==> src/rtl/dbell_pkg.sv <==
package dbell_pkg;
  localparam int unsigned NCORE = 2;
  localparam int unsigned AW = 2;

  typedef enum logic [AW-1:0] {
    REG_PEER_SET = 2'd0,
    REG_PEER_CLR = 2'd1,
    REG_SELF_SET = 2'd2,
    REG_SELF_CLR = 2'd3
  } dbell_reg_e;
endpackage

==> src/rtl/dbell_decode.sv <==
module dbell_decode
  import dbell_pkg::*;
#(
  parameter int unsigned BELLS = 8
) (
  input  logic             valid_i,
  input  logic             write_i,
  input  logic [AW-1:0]    addr_i,
  input  logic [BELLS-1:0] wdata_i,
  output logic [BELLS-1:0] peer_set_o,
  output logic [BELLS-1:0] peer_clr_o,
  output logic [BELLS-1:0] self_set_o,
  output logic [BELLS-1:0] self_clr_o
);
  logic wr_en;
  assign wr_en = valid_i && write_i;

  always_comb begin
    peer_set_o = '0;
    peer_clr_o = '0;
    self_set_o = '0;
    self_clr_o = '0;
    if (wr_en) begin
      unique case (dbell_reg_e'(addr_i))
        REG_PEER_SET: peer_set_o = wdata_i;
        REG_PEER_CLR: peer_clr_o = wdata_i;
        REG_SELF_SET: self_set_o = wdata_i;
        REG_SELF_CLR: self_clr_o = wdata_i;
        default: ;
      endcase
    end
  end
endmodule

==> src/rtl/dbell_bank.sv <==
module dbell_bank #(
  parameter int unsigned BELLS = 8
) (
  input  logic             clk,
  input  logic             rst_n,
  input  logic [BELLS-1:0] set_i,
  input  logic [BELLS-1:0] clr_i,
  output logic [BELLS-1:0] flags_q
);
  always_ff @(posedge clk or negedge rst_n) begin
    if (!rst_n) flags_q <= '0;
    else        flags_q <= (flags_q & ~clr_i) | set_i;
  end

  assert_set_wins_R8: assert property (@(posedge clk) disable iff (!rst_n)
    (set_i != '0) |=> ((flags_q & $past(set_i)) == $past(set_i)));

  // also covers R3 for the peer-clear path
  assert_clear_R5: assert property (@(posedge clk) disable iff (!rst_n)
    ((clr_i & ~set_i) != '0) |=> ((flags_q & $past(clr_i & ~set_i)) == '0));

  assert_hold_R7: assert property (@(posedge clk) disable iff (!rst_n)
    (set_i == '0 && clr_i == '0) |=> $stable(flags_q));
endmodule

==> src/rtl/dbell_readback.sv <==
module dbell_readback
  import dbell_pkg::*;
#(
  parameter int unsigned BELLS = 8
) (
  input  logic             clk,
  input  logic             rst_n,
  input  logic             valid_i,
  input  logic             write_i,
  input  logic [AW-1:0]    addr_i,
  input  logic [BELLS-1:0] own_i,
  input  logic [BELLS-1:0] peer_i,
  output logic             rsp_valid_o,
  output logic [BELLS-1:0] rsp_data_o
);
  logic rd_en;
  assign rd_en = valid_i && !write_i;

  always_ff @(posedge clk or negedge rst_n) begin
    if (!rst_n) begin
      rsp_valid_o <= 1'b0;
      rsp_data_o  <= '0;
    end else begin
      rsp_valid_o <= rd_en;
      if (rd_en) rsp_data_o <= addr_i[AW-1] ? own_i : peer_i;
    end
  end

  assert_rsp_pulse_R6: assert property (@(posedge clk) disable iff (!rst_n)
    (valid_i && !write_i) |=> rsp_valid_o);

  assert_no_rsp_R6: assert property (@(posedge clk) disable iff (!rst_n)
    !(valid_i && !write_i) |=> !rsp_valid_o);
endmodule

==> src/rtl/dbell_irq.sv <==
module dbell_irq #(
  parameter int unsigned BELLS = 8
) (
  input  logic             clk,
  input  logic             rst_n,
  input  logic [BELLS-1:0] flags_i,
  output logic             irq_o
);
  always_ff @(posedge clk or negedge rst_n) begin
    if (!rst_n) irq_o <= 1'b0;
    else        irq_o <= |flags_i;
  end

  assert_irq_rise_R9: assert property (@(posedge clk) disable iff (!rst_n)
    (|flags_i) |=> irq_o);

  assert_irq_low_R9: assert property (@(posedge clk) disable iff (!rst_n)
    !(|flags_i) |=> !irq_o);
endmodule

==> src/rtl/dbell_unit.sv <==
module dbell_unit
  import dbell_pkg::*;
#(
  parameter int unsigned BELLS = 8
) (
  input  logic                   clk,
  input  logic                   rst_n,
  input  logic [NCORE-1:0]       req_valid,
  input  logic [NCORE-1:0]       req_write,
  input  logic [NCORE*AW-1:0]    req_addr,
  input  logic [NCORE*BELLS-1:0] req_wdata,
  output logic [NCORE-1:0]       rsp_valid,
  output logic [NCORE*BELLS-1:0] rsp_data,
  output logic [NCORE-1:0]       irq
);
  logic [BELLS-1:0] peer_set [NCORE];
  logic [BELLS-1:0] peer_clr [NCORE];
  logic [BELLS-1:0] self_set [NCORE];
  logic [BELLS-1:0] self_clr [NCORE];
  logic [BELLS-1:0] bank_q   [NCORE];

  for (genvar c = 0; c < NCORE; c++) begin : g_core
    localparam int unsigned PEER = NCORE - 1 - c;

    dbell_decode #(.BELLS(BELLS)) u_dec (
      .valid_i    (req_valid[c]),
      .write_i    (req_write[c]),
      .addr_i     (req_addr[c*AW +: AW]),
      .wdata_i    (req_wdata[c*BELLS +: BELLS]),
      .peer_set_o (peer_set[c]),
      .peer_clr_o (peer_clr[c]),
      .self_set_o (self_set[c]),
      .self_clr_o (self_clr[c])
    );

    // bank c gathers its own self requests and the peer requests of the other core
    dbell_bank #(.BELLS(BELLS)) u_bank (
      .clk     (clk),
      .rst_n   (rst_n),
      .set_i   (self_set[c] | peer_set[PEER]),
      .clr_i   (self_clr[c] | peer_clr[PEER]),
      .flags_q (bank_q[c])
    );

    dbell_readback #(.BELLS(BELLS)) u_rd (
      .clk         (clk),
      .rst_n       (rst_n),
      .valid_i     (req_valid[c]),
      .write_i     (req_write[c]),
      .addr_i      (req_addr[c*AW +: AW]),
      .own_i       (bank_q[c]),
      .peer_i      (bank_q[PEER]),
      .rsp_valid_o (rsp_valid[c]),
      .rsp_data_o  (rsp_data[c*BELLS +: BELLS])
    );

    dbell_irq #(.BELLS(BELLS)) u_irq (
      .clk     (clk),
      .rst_n   (rst_n),
      .flags_i (bank_q[c]),
      .irq_o   (irq[c])
    );
  end
endmodule

==> config.mk <==
export PLATFORM = sky130hd
export DESIGN_NAME = dbell_unit
export DESIGN_NICKNAME = d
export VERILOG_FILES = /design/src/rtl/dbell_pkg.sv /design/src/rtl/dbell_decode.sv /design/src/rtl/dbell_bank.sv /design/src/rtl/dbell_readback.sv /design/src/rtl/dbell_irq.sv /design/src/rtl/dbell_unit.sv
export SDC_FILE = /design/constraint.sdc
export NUM_CORES = 1
export LEC_CHECK = 0
export BUFFER_PORTS_ARGS = -buffer_cell sky130_fd_sc_hd__buf_2
export CORE_MARGIN = 2
export CORE_UTILIZATION = 40
export DETAILED_ROUTE_END_ITERATION = 8
export PLACE_DENSITY = 0.74
export SKIP_LAST_GASP = 1
export SLEW_MARGIN = 10
export SYNTH_ARGS = -nofsm -noshare
export SYNTH_HDL_FRONTEND = slang
export SYNTH_SLANG_ARGS = --single-unit
==> constraint.sdc <==
create_clock -name clk -period 1.2 [get_ports clk]
set_clock_uncertainty 0.05 [all_clocks]
set_input_delay 0.06 -clock clk [delete_from_list [all_inputs] [get_ports clk]]
set_output_delay 0.06 -clock clk [all_outputs]
set_load 0.005 [all_outputs]
==> summary.md, run 1 <==
Yosys mapped the design onto 28 distinct sky130hd cell types. STA classifies the critical path endpoint as a register. The worst hold path belongs to the class primary input to register.

The library cells used most frequently in the layout, excluding fill and tap cells, are sky130_fd_sc_hd__buf_2, sky130_fd_sc_hd__dfrtp_1, sky130_fd_sc_hd__nand2_1. The floorplan core area was 4440 um2; the path depth of the worst reg2reg path was 2. The logs give 0 for the final-report hold violation count and 2070 um for the sum of routed wire segments on met1. The logs give 2160 um for the total length of routed met2 wires and 260 for the final net count. Input and output buffers added on the ports amount to 45. Startpoint of the most critical register-to-register path: g_core[0].u_bank.flags_q[3]. The number of vias per cell was 5.74.

The critical path goes through a21boi_0 -> a221o_1. The routed design has 4610 um of wire. The die height is 72.6 um.

The area enclosed by the die boundary came out at 5270 um2. The maximum VDD drop was 0.423 mV. The number of nets in the synthesized netlist is 212. After detailed routing, the average wire length per cell comes to 16.1 um. The data arrival time of the critical path was 1.20 ns. 0 antenna diodes ended up in the layout. The average footprint of a synthesized cell is 10.1 um2. The library cell used as clock root buffer was sky130_fd_sc_hd__clkbuf_8. The number of antenna violations at the first check in global routing came out at 0.

The run gives 275 as the number of cells in the design after placement. At the pin with the least slew margin, the transition time is 0.469 ns. Setup violations remaining at the end of the flow were counted as 0. Summed over all failing endpoints, the final setup total negative slack is 0 ns.

Summed over its instances, the top area cell type makes up 47.9% of the synthesized netlist area. The logs give 334 um for the wire length on met3 and 46 for the number of primary I/O pins. The count of nets left with antenna violations once routing finished came out at 0. The via total after detailed routing was 1,646; the fraction of final layout cells sized beyond drive strength 1 was 28.1%. After the first detailed-routing iteration, the DRC count stood at 139. In this run the critical register-to-register path is captured at g_core[0].u_bank.flags_q[3]. The run finished with clean final reports. The run gives 24 as the cell row count.

Routability-driven placement finished with a final weighted congestion of 0.852. The number of enable-type register cells in the synthesized netlist is 0. Yosys attributes the largest share of cell area to sky130_fd_sc_hd__dfrtp_1, sky130_fd_sc_hd__mux2i_1, sky130_fd_sc_hd__nand2_1, sky130_fd_sc_hd__nand4_1, sky130_fd_sc_hd__o21ai_1.

Of the synthesized area, sequential elements account for 47.9%. In this run, CTS created clock tree buffers numbering 5. Measured along the x axis, the die boundary spans 72.6 um. Among all flip-flop cells after synthesis, the most frequent one is sky130_fd_sc_hd__dfrtp_1.

The tool flagged a number of max-cap violations equal to 0. The number of global-route vias before repair is 1,542. The number of instances in the synthesized netlist was 186; the clock transition at the registers of the reported paths was 0.08 ns. The buffer count from post-CTS setup fixing was 0.

The worst hold path terminates at g_core[0].u_bank.flags_q[4]. The run gives 2 as the maximum buffer depth of the clock tree. Maximum fanout count along the critical path: 4.

For the count of pins over their slew limit, the log shows 0. The layout overhead on the synthesized area works out to 22.5%. In the routed design, unresolved DRC markers number 0. The stage delay of the slowest cell on the critical path is 0.44 ns.

In this run the cell area of the synthesized design comes to 1880 um2. Critical-path cell with the highest stage delay: sky130_fd_sc_hd__dfrtp_1. The number of gates resized after CTS was 0.

Of all cell types, the one taking the most synthesized area is sky130_fd_sc_hd__dfrtp_1. The run gives 287 as the number of standard cells in the layout, taps in and fillers out. Tracing the worst setup path back leads to its startpoint at g_core[0].u_bank.flags_q[3].

The highest routed metal layer was met4. TritonCTS built the clock tree. The length of the first detailed-routing pass in iterations was 4; the global-route wire length before repair was 7710 um. The analysis attributes to cell leakage a power of 1.06 nW. The number of synthesized register bits is 36. During synthesis, Yosys emitted a total of 0 warnings. The logs give 68.7% for the headroom to the max-slew limit and 863 um2 for the footprint of the multi-input gates. For this configuration, the core starts out at a cell density of 42.3%. The tools report the half-perimeter wire length after placement as 3370 um. In this run the power density over the cells is 1540 nW/um2. Number of cells traversed by the worst hold path: 3.

The tools report the clock insertion delay at the later pin of the skew report as 0.29 ns. The share of synthesized flip-flops with an asynchronous set or reset works out to 100%. Entering global routing, the biggest net connects 37 pins. Dividing the final minimum period by the clock period gives 89.5%. The worst setup path is launched from a register. Leaving out fill and tap cells, the most frequent cell in the layout is sky130_fd_sc_hd__buf_2.

The minimum period implied by the final worst setup slack was 1.07 ns. The clock net in this run drives a total of 36 sinks. For the fill cell instance count of the final layout, the log shows 417. The startpoint of the worst hold path is req_wdata[4].

The top achievable clock speed is 0.931 GHz. The startpoint-to-endpoint class of the critical path is register to register. After global routing the overflow that remains totals 0. The worst register-to-register path has a setup slack of 0.13 ns.

The register area was 901 um2; the critical path required time was 1.33 ns. Setup repair after global routing left no endpoint under its margin. Global routing used 18.9% of the available tracks.

The H-tree depth came out at 2.
## critical path: cells and delay by family, from the launching register on
family	cells	cell delay, ns
flip-flops	1	0.44
AO/OA/AOI/OAI	2	0.47
## synthesized netlist by cell type (6+ instances only)
cell type,count
sky130_fd_sc_hd__mux2i_1,16
sky130_fd_sc_hd__a31o_1,8
sky130_fd_sc_hd__buf_4,6
sky130_fd_sc_hd__o21ai_1,16
sky130_fd_sc_hd__buf_2,9
sky130_fd_sc_hd__o2bb2ai_1,7
sky130_fd_sc_hd__nand2_1,29
sky130_fd_sc_hd__dfrtp_1,36
sky130_fd_sc_hd__nand4_1,17
## flip-flops by register name (all words and copies together) (netlist names)
name                     count
g_core.u_rd.rsp_data_o      16
g_core.u_irq.irq_o           2
g_core.u_bank.flags_q       16
g_core.u_rd.rsp_valid_o      2
## per-stage QoR
stage / cell area, um2 / setup slack (ns) / utilization, % / hold slack [ns] / total power, W
floorplan: 1880 / 0.228 / - / -0.286 / 0.00204
finish: 2300 / 0.126 / 51.8 / 0.0115 / 0.00354
detailed placement: 2140 / 0.0443 / 48.1 / 0.0820 / 0.00239
CTS: 2300 / 0.131 / 51.8 / 0.00355 / 0.00357
global route: 2300 / 0.0852 / 51.8 / 0.00327 / 0.00372
global placement: 2140 / 0.0881 / 48.1 / 0.0729 / 0.00236
## worst max path at each step
| stage | end | slack, ns |
|---|---|---|
| after floorplan | g_core[0].u_bank.flags_q[2] | 0.23 |
| after global placement | g_core[1].u_bank.flags_q[3] | 0.09 |
| after detailed placement | g_core[0].u_bank.flags_q[7] | 0.04 |
| after CTS | g_core[0].u_bank.flags_q[3] | 0.13 |
| after global routing | g_core[0].u_bank.flags_q[0] | 0.09 |
| final | g_core[0].u_bank.flags_q[3] | 0.13 |
## cell type report
| cell class | count | share of cell area (%) |
|---|---|---|
| well taps | 52 | 2.82 |
| clock buffers | 7 | 4.18 |
| repair buffers | 59 | 14.8 |
| flip-flops and latches | 36 | 39.1 |
| inverters | 2 | 0.326 |
| multi-input cells | 130 | 37.5 |
| clock inverters | 1 | 1.30 |
## kinds of logic after synthesis
kind of cell | synth area share, %
flops | 47.9
buf+inv | 6.19
simple gates | 20.4
mux | 8.52
compound gates | 17.0
## repair_timing
action	in CTS	in global routing
hold buffers	4	0
setup endpoints to repair	0	0
endpoints found under the hold margin	39	0
## power by group
group          switching, W  total, W  internal (W)  leakage (nW)
registers          0.000203   0.00165       0.00145         0.448
clock network      0.000441   0.00117      0.000733        0.0645
logic              0.000350  0.000712      0.000361         0.551
total              0.000994   0.00354       0.00254          1.06
## per-layer routing
metal  track usage (%)  up-vias
li1                  -      795
met1              27.4      769
met2              28.0       76
met3              4.31        6
met4              6.17        0
met5                 0        -
Note: power is estimated with default switching activity, not from simulation.
==> inputs of run 2 (changes only) <==
--- a/config.mk
+++ b/config.mk
@@ -10,6 +10,7 @@
 export CORE_UTILIZATION = 40
 export DETAILED_ROUTE_END_ITERATION = 8
 export PLACE_DENSITY = 0.74
+export REMOVE_ABC_BUFFERS = 1
 export SKIP_LAST_GASP = 1
 export SLEW_MARGIN = 10
 export SYNTH_ARGS = -nofsm -noshare
==> summary.md, run 2 (same netlist as run 1, synthesis figures left out) <==
Count of pins over their slew limit: 0 (unchanged). For the number of sinks handled by clock tree synthesis, the log shows 36 (unchanged). The run finished with clean final reports. The floorplan core area was 4440 um2 (unchanged); the fraction of final layout cells sized beyond drive strength 1 was 27.2% (-0.89 points).

The run gives 37 (unchanged) as the pin count of the biggest net entering global routing. The run gives 0.579 mV (+37%) as the maximum VDD drop. The fill cell instance count of the final layout is 438 (+5.0%), and the number of cells traversed by the worst hold path is 2 (-1).

Post-CTS resize count: 0 (unchanged). The clock transition at the registers of the reported paths works out to 0.07 ns (about the same). The number of antenna violations at the first check in global routing is 0 (unchanged), and the path depth of the worst reg2reg path is 2 (unchanged). The minimum period implied by the final worst setup slack is 1.10 ns (+0.0291 ns).

The sequential fraction of design power came out at 50.2% (+3.5 points). The path category of the worst min-delay check is primary input to register. The tools report the cell row count as 24 (unchanged). The die height came out at 72.6 um (unchanged). The number of vias per cell was 5.67 (-1.1%); the number of global-route vias before repair was 1,628 (+5.6%).

The tools report the CTS buffer count as 5 (unchanged). Setup repair after global routing left no endpoint under its margin. The area growth from synthesis to layout is 23.2%. The logs give 52.1% (+0.31 points) for the final cell utilization of the core and 0 (unchanged) for the total congestion overflow. The worst setup path is launched from a register.

The global-route usage over all layers came out at 19.9% (+0.99 points). The library cells used most frequently in the layout, excluding fill and tap cells, are sky130_fd_sc_hd__buf_2, sky130_fd_sc_hd__dfrtp_1, sky130_fd_sc_hd__nand2_1. The number of violations reported at the end of detailed-routing iteration 0 came out at 118 (-15%).

The proportion of total power due to net switching was 30.0% (+1.9 points). The run gives 1.07 nW (+0.23%) as the leakage component of the power. TritonCTS built the clock tree. The power density relative to cell area was 1410 nW/um2 (-8.0%). The largest registers in the layout are g_core.u_bank.flags_q x16, g_core.u_rd.rsp_data_o x16. The buffer count from post-CTS setup fixing was 0 (unchanged); the number of primary I/O pins was 46 (unchanged).

The run gives 4 (unchanged) as the length of the first detailed-routing pass in iterations. The leading cell type in the layout, fill and taps excluded is sky130_fd_sc_hd__buf_2. For the portion of total power attributed to the clock network, the log shows 27.4% (-5.8 points). For the number of hold buffers added after cts, the log shows 7 (+3). Transition time at the pin with the least slew margin: 0.370 ns (-0.0996 ns). The critical path required time is 1.31 ns (-0.02 ns).

The kind of capture point of the worst setup path was a register. The run gives 0 ns (unchanged) as the final total negative setup slack. The logs give 4810 um (+4.3%) for the total detailed-routing wirelength and 0 (unchanged) for the final-report setup violation count.

The run gives 8090 um (+4.9%) as the global-route wire length before repair. The net switching power came out at 0.000981 W (-1.3%). Post-route fraction of the period consumed by the critical path: 91.9% (+2.4 points).

The number of antenna-violating nets in the routed design was 0 (unchanged); the clock insertion delay at the later pin of the skew report was 0.29 ns (about the same). The relative contribution of combinational cells to total power is 22.3% (+2.2 points), and the via total after detailed routing is 1,651 (+0.30%). The internal power summed over all cells was 0.00229 W (-9.8%); the number of design rule violations left after detail routing was 0 (unchanged).

The die width is 72.6 um (unchanged). Traced cell by cell, the critical path runs through nor4_1 -> nand2_1. The area enclosed by the die boundary was 5270 um2 (unchanged). The final net count was 264 (+1.5%); the half-perimeter wire length after placement was 3440 um (+2.1%). The total power draw came out at 0.00327 W (-7.5%).

For the initial core utilization, the log shows 42.3% (unchanged). Maximum fanout count along the critical path: 4 (unchanged). The top achievable clock speed was 0.906 GHz (-2.6%); the stage delay of the slowest cell on the critical path was 0.44 ns (about the same). The headroom to the max-slew limit came out at 75.3% (+6.6 points). Number of maximum-capacitance violations: 0 (unchanged). The logs give 0 (unchanged) for the final-report hold violation count and 1.21 ns (about the same) for the data arrival time of the critical path. The total of buffers placed on input and output ports was 45 (unchanged). The average wire length per cell after detail routing came out at 16.5 um (+2.9%). The critical path is of the register to register type.

The weighted congestion at the end of routability-driven global placement came out at 0.852 (about the same). The run gives 2 (unchanged) as the H-tree depth. Among all stages on the critical path, the largest delay is contributed by sky130_fd_sc_hd__dfrtp_1. Final antenna diode count: 0 (unchanged).

The root buffer cell chosen for the clock tree is sky130_fd_sc_hd__clkbuf_8. The maximum buffer depth of the clock tree is 2 (unchanged).
[run 2: changes by cell type in the layout (fill, tap and decap cells not counted)]
cell and change:
sky130_fd_sc_hd__clkbuf_8 -1, sky130_fd_sc_hd__dlygate4sd3_1 +3, sky130_fd_sc_hd__bufinv_16 -1, sky130_fd_sc_hd__buf_12 +1, sky130_fd_sc_hd__clkbuf_1 +2
[run 2: area by class of cell]
class	instances	area, um2	area share (%)
Sequential cell	36	901	38.9
Multi-Input combinational cell	130	863	37.3
Timing Repair Buffer	63	390	16.8
Clock buffer	8	90.1	3.89
Tap cell	52	65.1	2.81
Inverter	2	7.51	0.324
[run 2: layer usage]
metal	up-vias	GRT usage, %	wire (um)
met1	779	27.1	2160
met2	70	32.3	2260
met3	6	4.44	347
met4	0	4.94	46
li1	796	-	-
met5	-	0	0
[run 2: final timing paths]
path / from / end / slack, ns
max reg2reg: g_core[0].u_bank.flags_q[2] / g_core[0].u_irq.irq_o / 0.1
min in group asynchronous: rst_n / g_core[0].u_rd.rsp_data_o[3] / 0.20
max in group asynchronous: rst_n / g_core[0].u_bank.flags_q[6] / 0.71
min reg2reg: g_core[1].u_rd.rsp_data_o[3] / g_core[1].u_rd.rsp_data_o[3] / 0.43
max: g_core[0].u_bank.flags_q[2] / g_core[0].u_irq.irq_o / 0.1
min: req_addr[0] / g_core[1].u_bank.flags_q[6] / 0.03
[run 2: stage by stage]
step	hold WS (ns)	setup WS, ns	area (um2)	instances
after CTS	0.0230	0.112	2320	291
after global routing	0.0392	0.0763	2320	291
final	0.0311	0.0966	2320	291
after floorplan	-0.286	0.0866	1770	168
after detailed placement	-0.00956	0.0405	2160	276
after global placement	-0.0133	0.103	2160	276
[run 2: critical path, delay by kind of cell (launching register included)]
kind | cells | cell delay [ns]
DFF | 1 | 0.44
and+or+nand+nor | 2 | 0.48
[run 2: power by group through the flow]
stage / Clock, W / Combinational, W / Sequential, W
2_1_floorplan: 0 / 0.000344 / 0.00163
3_3_place_gp: 0 / 0.000700 / 0.00166
3_5_place_dp: 0 / 0.000720 / 0.00167
4_1_cts: 0.000910 / 0.000739 / 0.00164
5_1_grt: 0.000961 / 0.000827 / 0.00168
6_report: 0.000898 / 0.000731 / 0.00164
